[src/rtl/dsp_agu_pkg.sv]
package dsp_agu_pkg;
  typedef enum logic [1:0] {
    AM_LINEAR  = 2'd0,
    AM_BOUNDED = 2'd1,
    AM_POW2LEN = 2'd2,
    AM_BITREV  = 2'd3
  } agu_mode_e;
endpackage

[src/rtl/agu_ring_bounds.sv]
// Circular update between an inclusive start and end address.
module agu_ring_bounds #(
  parameter int AW = 16
) (
  input  logic [AW-1:0] areg,
  input  logic [AW-1:0] step,
  input  logic [AW-1:0] lo,
  input  logic [AW-1:0] hi,
  output logic [AW-1:0] nxt
);
  localparam int XW = AW + 2;

  logic signed [XW-1:0] sum_x;
  logic signed [XW-1:0] lo_x;
  logic signed [XW-1:0] hi_x;
  logic [AW-1:0]        span;
  logic [AW-1:0]        sum_l;

  // widened sum decides the wrap; narrow sum carries the result
  assign sum_x = $signed({2'b00, areg}) + $signed({{2{step[AW-1]}}, step});
  assign lo_x  = $signed({2'b00, lo});
  assign hi_x  = $signed({2'b00, hi});
  assign span  = hi - lo + AW'(1);
  assign sum_l = areg + step;

  always_comb begin
    if (sum_x > hi_x)      nxt = sum_l - span;
    else if (sum_x < lo_x) nxt = sum_l + span;
    else                   nxt = sum_l;
  end
endmodule

[src/rtl/agu_ring_len.sv]
// Circular update on a power-of-two aligned base with an arbitrary length.
module agu_ring_len #(
  parameter int AW = 16
) (
  input  logic [AW-1:0] areg,
  input  logic [AW-1:0] step,
  input  logic [AW-1:0] len,
  output logic [AW-1:0] nxt
);
  localparam int XW = AW + 2;

  logic [AW-1:0]        lm1;
  logic [AW-1:0]        msk;
  logic [AW-1:0]        off;
  logic [AW-1:0]        sum_l;
  logic [AW-1:0]        off_n;
  logic signed [XW-1:0] sum_x;
  logic signed [XW-1:0] len_x;

  // smear ones downward: msk = P-1 with P the next power of two >= len
  assign lm1     = len - AW'(1);
  assign msk[AW-1] = lm1[AW-1];
  for (genvar i = AW - 2; i >= 0; i--) begin : g_smear
    assign msk[i] = lm1[i] | msk[i+1];
  end

  assign off   = areg & msk;
  assign sum_x = $signed({2'b00, off}) + $signed({{2{step[AW-1]}}, step});
  assign len_x = $signed({2'b00, len});
  assign sum_l = off + step;

  always_comb begin
    if (sum_x >= len_x)               off_n = sum_l - len;
    else if (sum_x < $signed(XW'(0))) off_n = sum_l + len;
    else                              off_n = sum_l;
  end

  assign nxt = (areg & ~msk) | off_n;
endmodule

[src/rtl/agu_revcarry.sv]
// Bit-reversed update: carry runs from the top of the low field downward.
module agu_revcarry #(
  parameter int AW  = 16,
  parameter int LGW = 5
) (
  input  logic [AW-1:0]  areg,
  input  logic [AW-1:0]  step,
  input  logic [LGW-1:0] lg,
  output logic [AW-1:0]  nxt
);
  logic [AW-1:0] kmask;
  logic [AW-1:0] a_fl;
  logic [AW-1:0] s_fl;
  logic [AW-1:0] t_fl;
  logic [AW-1:0] a_in;
  logic [AW-1:0] s_in;
  logic [AW-1:0] t_lo;
  logic [AW-1:0] a_r;
  logic [AW-1:0] s_r;
  logic [AW-1:0] t_r;
  int            kk;

  assign a_in = areg & kmask;
  assign s_in = step & kmask;

  // full-width mirrors; the k-bit reversal is the mirror shifted down
  for (genvar i = 0; i < AW; i++) begin : g_flip
    assign a_fl[i] = a_in[AW-1-i];
    assign s_fl[i] = s_in[AW-1-i];
    assign t_fl[i] = t_lo[AW-1-i];
  end

  always_comb begin
    kk    = (int'(lg) > AW) ? AW : int'(lg);
    kmask = (kk >= AW) ? '1 : ((AW'(1) << kk) - AW'(1));
    a_r   = a_fl >> (AW - kk);
    s_r   = s_fl >> (AW - kk);
    t_lo  = (a_r + s_r) & kmask;
    t_r   = t_fl >> (AW - kk);
    nxt   = (areg & ~kmask) | t_r;
  end
endmodule

[src/rtl/dsp_agu.sv]
module dsp_agu
  import dsp_agu_pkg::*;
#(
  parameter int AW  = 16,
  parameter int LGW = $clog2(AW + 1)
) (
  input  logic           clk,
  input  logic           rst_n,
  input  logic           in_valid,
  output logic           in_ready,
  input  logic [AW-1:0]  in_areg,
  input  logic [AW-1:0]  in_step,
  input  logic [1:0]     in_mode,
  input  logic           in_pre,
  input  logic [AW-1:0]  in_lo,
  input  logic [AW-1:0]  in_hi,
  input  logic [AW-1:0]  in_len,
  input  logic [LGW-1:0] in_fftlg,
  output logic           out_valid,
  input  logic           out_ready,
  output logic [AW-1:0]  out_ea,
  output logic [AW-1:0]  out_areg
);
  agu_mode_e     mode_e;
  logic [AW-1:0] nxt_lin;
  logic [AW-1:0] nxt_bnd;
  logic [AW-1:0] nxt_len;
  logic [AW-1:0] nxt_rev;
  logic [AW-1:0] nxt;
  logic [AW-1:0] ea;
  logic          accept;

  assign mode_e  = agu_mode_e'(in_mode);
  assign nxt_lin = in_areg + in_step;

  agu_ring_bounds #(.AW(AW)) u_bnd (
    .areg(in_areg), .step(in_step), .lo(in_lo), .hi(in_hi), .nxt(nxt_bnd)
  );

  agu_ring_len #(.AW(AW)) u_len (
    .areg(in_areg), .step(in_step), .len(in_len), .nxt(nxt_len)
  );

  agu_revcarry #(.AW(AW), .LGW(LGW)) u_rev (
    .areg(in_areg), .step(in_step), .lg(in_fftlg), .nxt(nxt_rev)
  );

  always_comb begin
    unique case (mode_e)
      AM_BOUNDED: nxt = nxt_bnd;
      AM_POW2LEN: nxt = nxt_len;
      AM_BITREV:  nxt = nxt_rev;
      default:    nxt = nxt_lin;
    endcase
  end

  assign ea = in_pre ? nxt : in_areg;

  // single result register between the two handshakes
  assign in_ready = !out_valid || out_ready;
  assign accept   = in_valid && in_ready;

  always_ff @(posedge clk or negedge rst_n) begin
    if (!rst_n) begin
      out_valid <= 1'b0;
      out_ea    <= '0;
      out_areg  <= '0;
    end else if (accept) begin
      out_valid <= 1'b1;
      out_ea    <= ea;
      out_areg  <= nxt;
    end else if (out_ready) begin
      out_valid <= 1'b0;
    end
  end

  // ---- assertions ----
  logic signed [AW+1:0] chk_span;
  logic signed [AW+1:0] chk_step;
  logic                 chk_bnd_ok;

  assign chk_span   = $signed({2'b00, in_hi}) - $signed({2'b00, in_lo}) + $signed((AW+2)'(1));
  assign chk_step   = $signed({{2{in_step[AW-1]}}, in_step});
  assign chk_bnd_ok = (in_lo <= in_hi) && (in_areg >= in_lo) && (in_areg <= in_hi) &&
                      (chk_step <= chk_span) && (chk_step >= -chk_span);

  AST_STALL_HOLD: assert property (@(posedge clk) disable iff (!rst_n)
    out_valid && !out_ready |=> out_valid && $stable(out_ea) && $stable(out_areg));

  AST_ACCEPT_SHOWS: assert property (@(posedge clk) disable iff (!rst_n)
    in_valid && in_ready |=> out_valid);

  AST_POST_EA: assert property (@(posedge clk) disable iff (!rst_n)
    in_valid && in_ready && !in_pre |=> out_ea == $past(in_areg));

  AST_PRE_EA: assert property (@(posedge clk) disable iff (!rst_n)
    in_valid && in_ready && in_pre |=> out_ea == out_areg);

  AST_RING_INSIDE: assert property (@(posedge clk) disable iff (!rst_n)
    in_valid && in_ready && in_mode == 2'd1 && chk_bnd_ok
    |=> out_areg >= $past(in_lo) && out_areg <= $past(in_hi));

  AST_REV_UPPER: assert property (@(posedge clk) disable iff (!rst_n)
    in_valid && in_ready && in_mode == 2'd3
    |=> (out_areg >> $past(in_fftlg)) == ($past(in_areg) >> $past(in_fftlg)));
endmodule

[config.mk]
export PLATFORM = sky130hd
export DESIGN_NAME = dsp_agu
export DESIGN_NICKNAME = d
export VERILOG_FILES = /design/src/rtl/dsp_agu_pkg.sv /design/src/rtl/agu_ring_bounds.sv /design/src/rtl/agu_ring_len.sv /design/src/rtl/agu_revcarry.sv /design/src/rtl/dsp_agu.sv
export SDC_FILE = /design/constraint.sdc
export NUM_CORES = 1
export LEC_CHECK = 0
export ABC_AREA = 1
export BUFFER_PORTS_ARGS = -buffer_cell sky130_fd_sc_hd__buf_2
export CORE_MARGIN = 1.5
export CORE_UTILIZATION = 64
export CTS_CLUSTER_SIZE = 24
export DETAILED_ROUTE_END_ITERATION = 12
export HOLD_SLACK_MARGIN = 0.15
export PLACE_DENSITY = 0.93
export SLEW_MARGIN = 20
export SYNTH_ARGS = -nofsm -noshare
export SYNTH_HDL_FRONTEND = slang
export SYNTH_HIERARCHICAL = 1
export SYNTH_SLANG_ARGS = --single-unit
[constraint.sdc]
create_clock -name clk -period 1.5 [get_ports clk]
set_clock_uncertainty 0.15 [all_clocks]
set_input_delay 0.225 -clock clk [delete_from_list [all_inputs] [get_ports clk]]
set_output_delay 0.225 -clock clk [all_outputs]
set_load 0.02 [all_outputs]
==> results of run 1 <==
[stage by stage]
stage,instances,setup WS [ns]
floorplan,2638,-4.09
global placement,3656,-4.30
detailed placement,3656,-5.05
CTS,3727,-4.55
[cells by family after synthesis]
family                   Yosys count
flip-flops                        33
XOR/XNOR                         101
buffers and inverters            472
AO/OA/AOI/OAI                    355
adder cells (fa/ha/maj)          203
AND/OR/NAND/NOR                 1474
[what timing repair did]
item	4_1_cts
pin swaps	82
hold buffers	2
setup endpoints to repair	32
endpoints found under the hold margin	34
gates cloned	1
setup buffers	61
gates resized for setup	141
[metal layers]
layer,overflow,GRT usage
met1,93,0.915
met5,25,0.675
met2,2435,1.51
met3,117,0.805
met4,498,1.18
==> reports/metrics.yaml, run 1 <==
yosys:
  yosys.area_share.xor_xnor: 0.0590
  yosysSeqAreaShare: 0.0551
  synth_top_family_by_area: "simple AND/OR/NAND/NOR gates"
  ys_types: 60
  yosys_warnings: 6
  synthTopCellsByArea: "nand2_1 (19%), ha_1 (16%), nand3_1 (12%)"
  netlist.area_leader.share: 0.189
  synth.area.mux_share: 0
  async_flop_share: 1.00
  ys.flop_type: "dfrtp_1"
  yosys.area_share.simple: 0.444
  synth.avg_cell_area_um2: 5.69
  synth_most_common_cell: "nand2_1"
  synthAdderAreaFrac: 0.174
  synth_largest_area_cell: "nand2_1"
  synth-edff-count: 0
  syn-num-nets: 2933
  synth_cells: 2638
  synth_compound_area_frac: 0.141
  synth_seq_cells: 33
  synthTopCellsByCount: "nand2_1 (757), inv_1 (367), nand3_1 (345)"
  synth_area_mm2: 0.0150
clock_tree:
  cts.sinks: 33
  htree_levels: 2
  cts_root_buffer: "clkbuf_16"
  cts_inserted_buffers: 5
  cts_max_path_buffers: 2
placed_design:
  hpwlAfterDp_um: 65300
  portBuffers: 125
  gp_congestion: 1.22
  placed_area_mm2: 0.0208
global_route:
  grtUsageTotal: 1.08
  grt_max_degree: 60
  grt_pass1_vias: 33800
  grt_overflow: 3168
  grt_pass1_wl_um: 203000
outcome:
  stop_stage: "global routing"
  error_line: "[ERROR GRT-0116] Global routing finished with congestion. Check the congestion regions in the DRC Viewer."
  status: "aborted with a tool error"
die:
  pin_count: 126
  dieHeight_um: 156
  start_util: 0.656
  die_width_um: 156
  rows: 55
==> inputs of run 2 (changes only) <==
--- a/config.mk
+++ b/config.mk
@@ -8,11 +8,9 @@
 export ABC_AREA = 1
 export BUFFER_PORTS_ARGS = -buffer_cell sky130_fd_sc_hd__buf_2
 export CORE_MARGIN = 1.5
-export CORE_UTILIZATION = 64
-export CTS_CLUSTER_SIZE = 24
+export CORE_UTILIZATION = 40
 export DETAILED_ROUTE_END_ITERATION = 12
-export HOLD_SLACK_MARGIN = 0.15
-export PLACE_DENSITY = 0.93
+export PLACE_DENSITY_LB_ADDON = 0.15
 export SLEW_MARGIN = 20
 export SYNTH_ARGS = -nofsm -noshare
 export SYNTH_HDL_FRONTEND = slang
==> run 2 against run 1 <==
Effect of this change: synthesized area stayed put; the flow now finishes, with violations (negative setup slack); synthesized cell count stayed put.
==> reports/metrics.yaml, run 2 <==
outcome:
  status: "finished, violations left"
  violations: "negative setup slack"
yosys:
  netlist.area_leader.share: 0.189
  syn-num-nets: 2933
  yosys_warnings: 6
  synth.avg_cell_area_um2: 5.69
  synth_area_mm2: 0.0150
  ys.flop_type: "dfrtp_1"
  yosys.area_share.simple: 0.444
  synth_seq_cells: 33
  synth_most_common_cell: "nand2_1"
  synthTopCellsByArea: "nand2_1 (19%), ha_1 (16%), nand3_1 (12%)"
  ys_types: 60
  synth_cells: 2638
  synth.area.mux_share: 0
  async_flop_share: 1.00
  yosysSeqAreaShare: 0.0551
  synthAdderAreaFrac: 0.174
  synth_largest_area_cell: "nand2_1"
  yosys.area_share.xor_xnor: 0.0590
  synth_compound_area_frac: 0.141
  synth_top_family_by_area: "simple AND/OR/NAND/NOR gates"
  synth-edff-count: 0
  synthTopCellsByCount: "nand2_1 (757), inv_1 (367), nand3_1 (345)"
critical_path:
  max_stage_delay_ns: 0.30
  cpMostUsedCell: "nand2_1"
  cp_data_required_time_ns: 1.52
  start_kind: "input pin"
  worstRegToRegCells: 6
  critPathMaxFanout: 8
  worst_ep_arrival_time_ns: 5.68
  worst_path_max_delay_cell: "ha_4"
  path_class: "input pin to flip-flop"
  crit_path_end_kind: "flip-flop"
die:
  core_area_mm2: 0.0368
  dieHeight_um: 197
  start_util: 0.408
  rows: 70
  die-area_mm2: 0.0387
  pin_count: 126
  die_width_um: 197
power:
  leakagePower_nw: 13.1
  vdd.ir_drop.worst_v: 0.000437
  power_density_mw_per_mm2: 964
routing:
  wl_per_cell_um: 17.3
  first_iter_violations: 1812
  totalWireLength_um: 67700
  detail-route-antenna-nets: 0
  avgViaCountPerCell: 5.25
  drc: 0
  vias: 20500
  drtPass1Iterations: 6
global_route:
  grtUsageTotal: 0.341
  grt_pass1_vias: 19200
  grt_overflow: 0
  grt_pass1_wl_um: 103000
  antenna_found_initial: 0
  grt_max_degree: 60
cells_and_area:
  final_common_cell: "nand2_1"
  drive_gt1_frac: 0.326
  mostFrequentLayoutCells: "nand2_1 (745), buf_4 (723), inv_1 (361)"
  postLayoutCoreUtil: 0.611
  fin_cells: 3903
  syn_to_final_growth_pct: 49.9
  nets: 3729
  diodes: 0
  top_regs: "out_areg (16), out_ea (16), out_valid (1)"
sta:
  tightestPinTransition_ns: 0.642
  fin_crit_ns: 5.66
  tns_ns: -129.84
  rsz0062_at_grt: "true"
  setup_slack_ns: -4.16
  min_period_over_period: 3.77
  finalSetupViolations: 32
  relSlewSlack: 0.568
  hold_viol_final: 0
  holdWs_ns: 0.0694
  slew_violations: 0
  max_freq_ghz: 0.177
clock_tree:
  cts_tree: "built"
  cts_root_buffer: "clkbuf_16"
  clock_latency_ns: 0.28
  htree_levels: 2
  cts.sinks: 33
  cts_max_path_buffers: 2
  cts_inserted_buffers: 5
  path_clk_slew_ns: 0.06
placed_design:
  portBuffers: 125
  dp.cells: 3857
  gp_congestion: 1.03
  hpwlAfterDp_um: 58500
min_path:
  hold_path.class: "input pin to flip-flop"
  hold_depth: 4
run:
  maxCapViolCount: 0
[run 2: cell counts after synthesis]
No cell type changed its count.
[run 2: layout make-up]
cell class / instances / area (um^2)
Clock buffer: 5 / 125
Clock inverter: 3 / 17.5
Fill cell: 3579 / 14300
Inverter: 394 / 1520
Multi-Input combinational cell: 2133 / 13000
Sequential cell: 33 / 826
Tap cell: 468 / 586
Timing Repair Buffer: 867 / 6450
[run 2: path summary, 6_finish.rpt]
| kind | from | endpoint | slack (ns) |
|---|---|---|---|
| max in group asynchronous | rst_n | out_areg[10] | 0.54 |
| hold / removal | out_ready | out_valid | 0.07 |
| setup reg to reg | out_valid | out_areg[12] | 0.05 |
| min in group asynchronous | rst_n | out_ea[13] | 0.35 |
| setup / recovery | in_len[1] | out_ea[14] | -4.16 |
| hold reg to reg | out_ea[3] | out_ea[3] | 0.33 |
[run 2: per-layer routing]
layer  vias up  global-route usage  wire, um
met5         -                   0         0
met4         0               0.145      3390
met3       155              0.0378      4960
met2       781               0.568     30200
met1      9328               0.446     29100
li1      10200                   -         -
[run 2: logic make-up after synthesis]
group                      count (synthesis)
AOI/OAI and AO/OA                        355
xor gates and xnor gates                 101
adders and majority gates                203
buffers and inverters                    472
DFF                                       33
and+or+nand+nor                         1474
[run 2: where the power goes]
| part | switching, mW | total (mW) | internal, mW |
|---|---|---|---|
| Clock | 0.397 | 1.00 | 0.608 |
| Combinational | 10.9 | 19.4 | 8.46 |
| Sequential | 0.197 | 1.31 | 1.12 |
[run 2: timing repair]
item | in CTS | in global routing
resized for setup | 64 | 83
pin swaps | 56 | 53
buffers inserted | 28 | 11
endpoints found under the hold margin | 33 | 0
setup endpoints to repair | 32 | 32
hold buffers | 1 | 0
[run 2: critical path, delay by kind of cell]
family	cells	cell delay [ns]
buffers and inverters	10	0.97
AOI/OAI and AO/OA	6	0.95
adders and majority gates	3	0.67
xor gates and xnor gates	1	0.17
and+or+nand+nor	25	2.67
[run 2: metrics by stage]
stage               total power [mW]  worst slack (ns)  instance area, um^2
global placement                19.3             -4.53                21400
floorplan                       11.0             -4.09                15200
finish                          21.7             -4.16                22500
global route                    23.4             -4.48                22500
detailed placement              19.4             -4.69                21400
CTS                             20.9             -4.10                22000
Note: power is estimated with default switching activity, not from simulation.
==> inputs of run 3 (changes only) <==
--- a/config.mk
+++ b/config.mk
@@ -11,6 +11,7 @@
 export CORE_UTILIZATION = 40
 export DETAILED_ROUTE_END_ITERATION = 12
 export PLACE_DENSITY_LB_ADDON = 0.15
+export REMOVE_ABC_BUFFERS = 1
 export SLEW_MARGIN = 20
 export SYNTH_ARGS = -nofsm -noshare
 export SYNTH_HDL_FRONTEND = slang
==> run 3 against run 2 <==
Effect of this change: the run still ends with negative setup slack left; hold slack gained 0.034 ns; critical path depth grew 5; clock power is essentially flat; die area is the same; non-clock buffer count grew 30; power grew 4.1%; maximum frequency shrank 3.7%; critical endpoint is now out_ea[0]; largest cell class unchanged.
==> reports/metrics.yaml, run 3 (synthesis results as in run 2) <==
cells_and_area:
  postLayoutCoreUtil: 0.626
  top_regs: "out_areg (16), out_ea (16), out_valid (1)"
  nets: 3763
  seq_area_um2: 826
  drive_gt1_frac: 0.345
  syn_to_final_growth_pct: 53.6
  fin_cells: 3937
  diodes: 0
  fill_cells: 3559
  final_common_cell: "buf_4"
  multi_input_area_mm2: 0.0133
  mostFrequentLayoutCells: "buf_4 (747), nand2_1 (720), inv_1 (363)"
min_path:
  hold_path.class: "input pin to flip-flop"
sta:
  hold_viol_final: 0
  relSlewSlack: 0.567
  min_period_over_period: 3.92
  fin_crit_ns: 5.87
  max_freq_ghz: 0.170
  tns_ns: -136.06
  finalSetupViolations: 32
  tightestPinTransition_ns: 0.649
  setup_slack_ns: -4.37
  rsz0062_at_grt: "true"
  slew_violations: 0
global_route:
  grt_overflow: 0
  grtUsageTotal: 0.364
  antenna_found_initial: 1
  grt_pass1_wl_um: 110000
  grt_pass1_vias: 19900
  grt_max_degree: 60
critical_path:
  crit_path_end_kind: "flip-flop"
  worst_ep_arrival_time_ns: 5.88
  max_stage_delay_ns: 0.32
  worst_path_max_delay_cell: "ha_1"
  start_kind: "input pin"
  critPathMaxFanout: 6
  cp_data_required_time_ns: 1.51
  path_class: "input pin to flip-flop"
  cpMostUsedCell: "nand2_1"
placed_design:
  hpwlAfterDp_um: 60100
  gp_congestion: 1.02
  dp.cells: 3874
  post-place-ws_ns: -5.07
  portBuffers: 125
power:
  p_seq_frac: 0.058
  swShare: 0.530
  vdd.ir_drop.worst_v: 0.000787
  finalPower_mw: 22.6
  p_clk_frac: 0.043
  power_density_mw_per_mm2: 980
  p_switching_mw: 12.0
  leakagePower_nw: 13.3
  power_frac_comb: 0.898
  p_int_mw: 10.6
clock_tree:
  path_clk_slew_ns: 0.05
  htree_levels: 2
  cts_max_path_buffers: 2
  cts.sinks: 33
  clock_latency_ns: 0.27
  cts_root_buffer: "clkbuf_16"
  cts_tree: "built"
  cts_inserted_buffers: 5
outcome:
  violations: "negative setup slack"
  status: "finished, violations left"
die:
  rows: 70
  dieHeight_um: 197
  die-area_mm2: 0.0387
  start_util: 0.408
  pin_count: 126
  core_area_mm2: 0.0368
  die_width_um: 197
routing:
  totalWireLength_um: 71800
  vias: 20900
  drtPass1Iterations: 6
  first_iter_violations: 1660
  detail-route-antenna-nets: 0
  drc: 0
  avgViaCountPerCell: 5.31
  wl_per_cell_um: 18.2
run:
  maxCapViolCount: 0
## run 3: changes by cell type in the layout (fill, tap and decap cells not counted), sizes merged
cell | previous run | this run
nand2 | 800 | 803
inv | 393 | 394
buf | 866 | 896
clkbuf | 5 | 6
clkinvlp | 1 | 0
## run 3: path summary, 6_finish.rpt
kind                           start          end  slack [ns]  depth (start not counted)
min in group asynchronous      rst_n    out_ea[0]        0.16                          2
min reg2reg                out_ea[8]    out_ea[8]        0.33                          2
max in group asynchronous      rst_n  out_areg[1]        0.65                          3
max reg2reg                out_valid    out_ea[7]        0.11                          6
min                        out_ready    out_valid        0.10                          4
max                        in_len[0]    out_ea[0]       -4.37                         50
## run 3: power by group through the flow
stage	logic, mW	registers (mW)	clock network [mW]
2_1_floorplan	9.15	1.53	0
3_3_place_gp	17.9	1.33	0
3_5_place_dp	18.1	1.33	0
4_1_cts	19.1	1.32	0.984
5_1_grt	21.9	1.33	1.03
6_report	20.3	1.32	0.980
## run 3: what timing repair did
item / in CTS / in global routing
gates resized for setup: 128 / 126
gates cloned: 3 / 1
pin swaps: 62 / 83
buffers inserted: 35 / 16
hold buffers: 1 / 0
setup endpoints to repair: 32 / 32
endpoints found under the hold margin: 33 / 0
## run 3: metal layers
layer  routed length, um  up-vias  GRT usage
met3                5640      176     0.0392
met2               31900      857      0.604
met5                  14        -          0
li1                    -    10300          -
met4                2950        2      0.122
met1               31300     9615      0.490
## run 3: critical path, delay by kind of cell
kind / cells / cell delay (ns)
buffers and inverters: 12 / 1.40
AOI/OAI and AO/OA: 8 / 0.97
xor gates and xnor gates: 1 / 0.29
adders and majority gates: 2 / 0.61
and+or+nand+nor: 27 / 2.34
## run 3: layout make-up
class / instances / area share
multi-input cells: 2136 / 0.578
repair buffers: 897 / 0.288
inverters: 394 / 0.0655
flip-flops and latches: 33 / 0.0358
well taps: 468 / 0.0254
clock buffers: 6 / 0.00559
repair inverters: 1 / 0.000489
clock inverters: 2 / 0.000434
## run 3: through the flow
stage	hold slack (ns)	instance area (um^2)
2_1_floorplan	-0.221	14600
3_3_place_gp	-0.0874	21300
3_5_place_dp	-0.0882	21300
6_report	0.103	23000
5_1_grt	0.154	23000
4_1_cts	0.107	22400
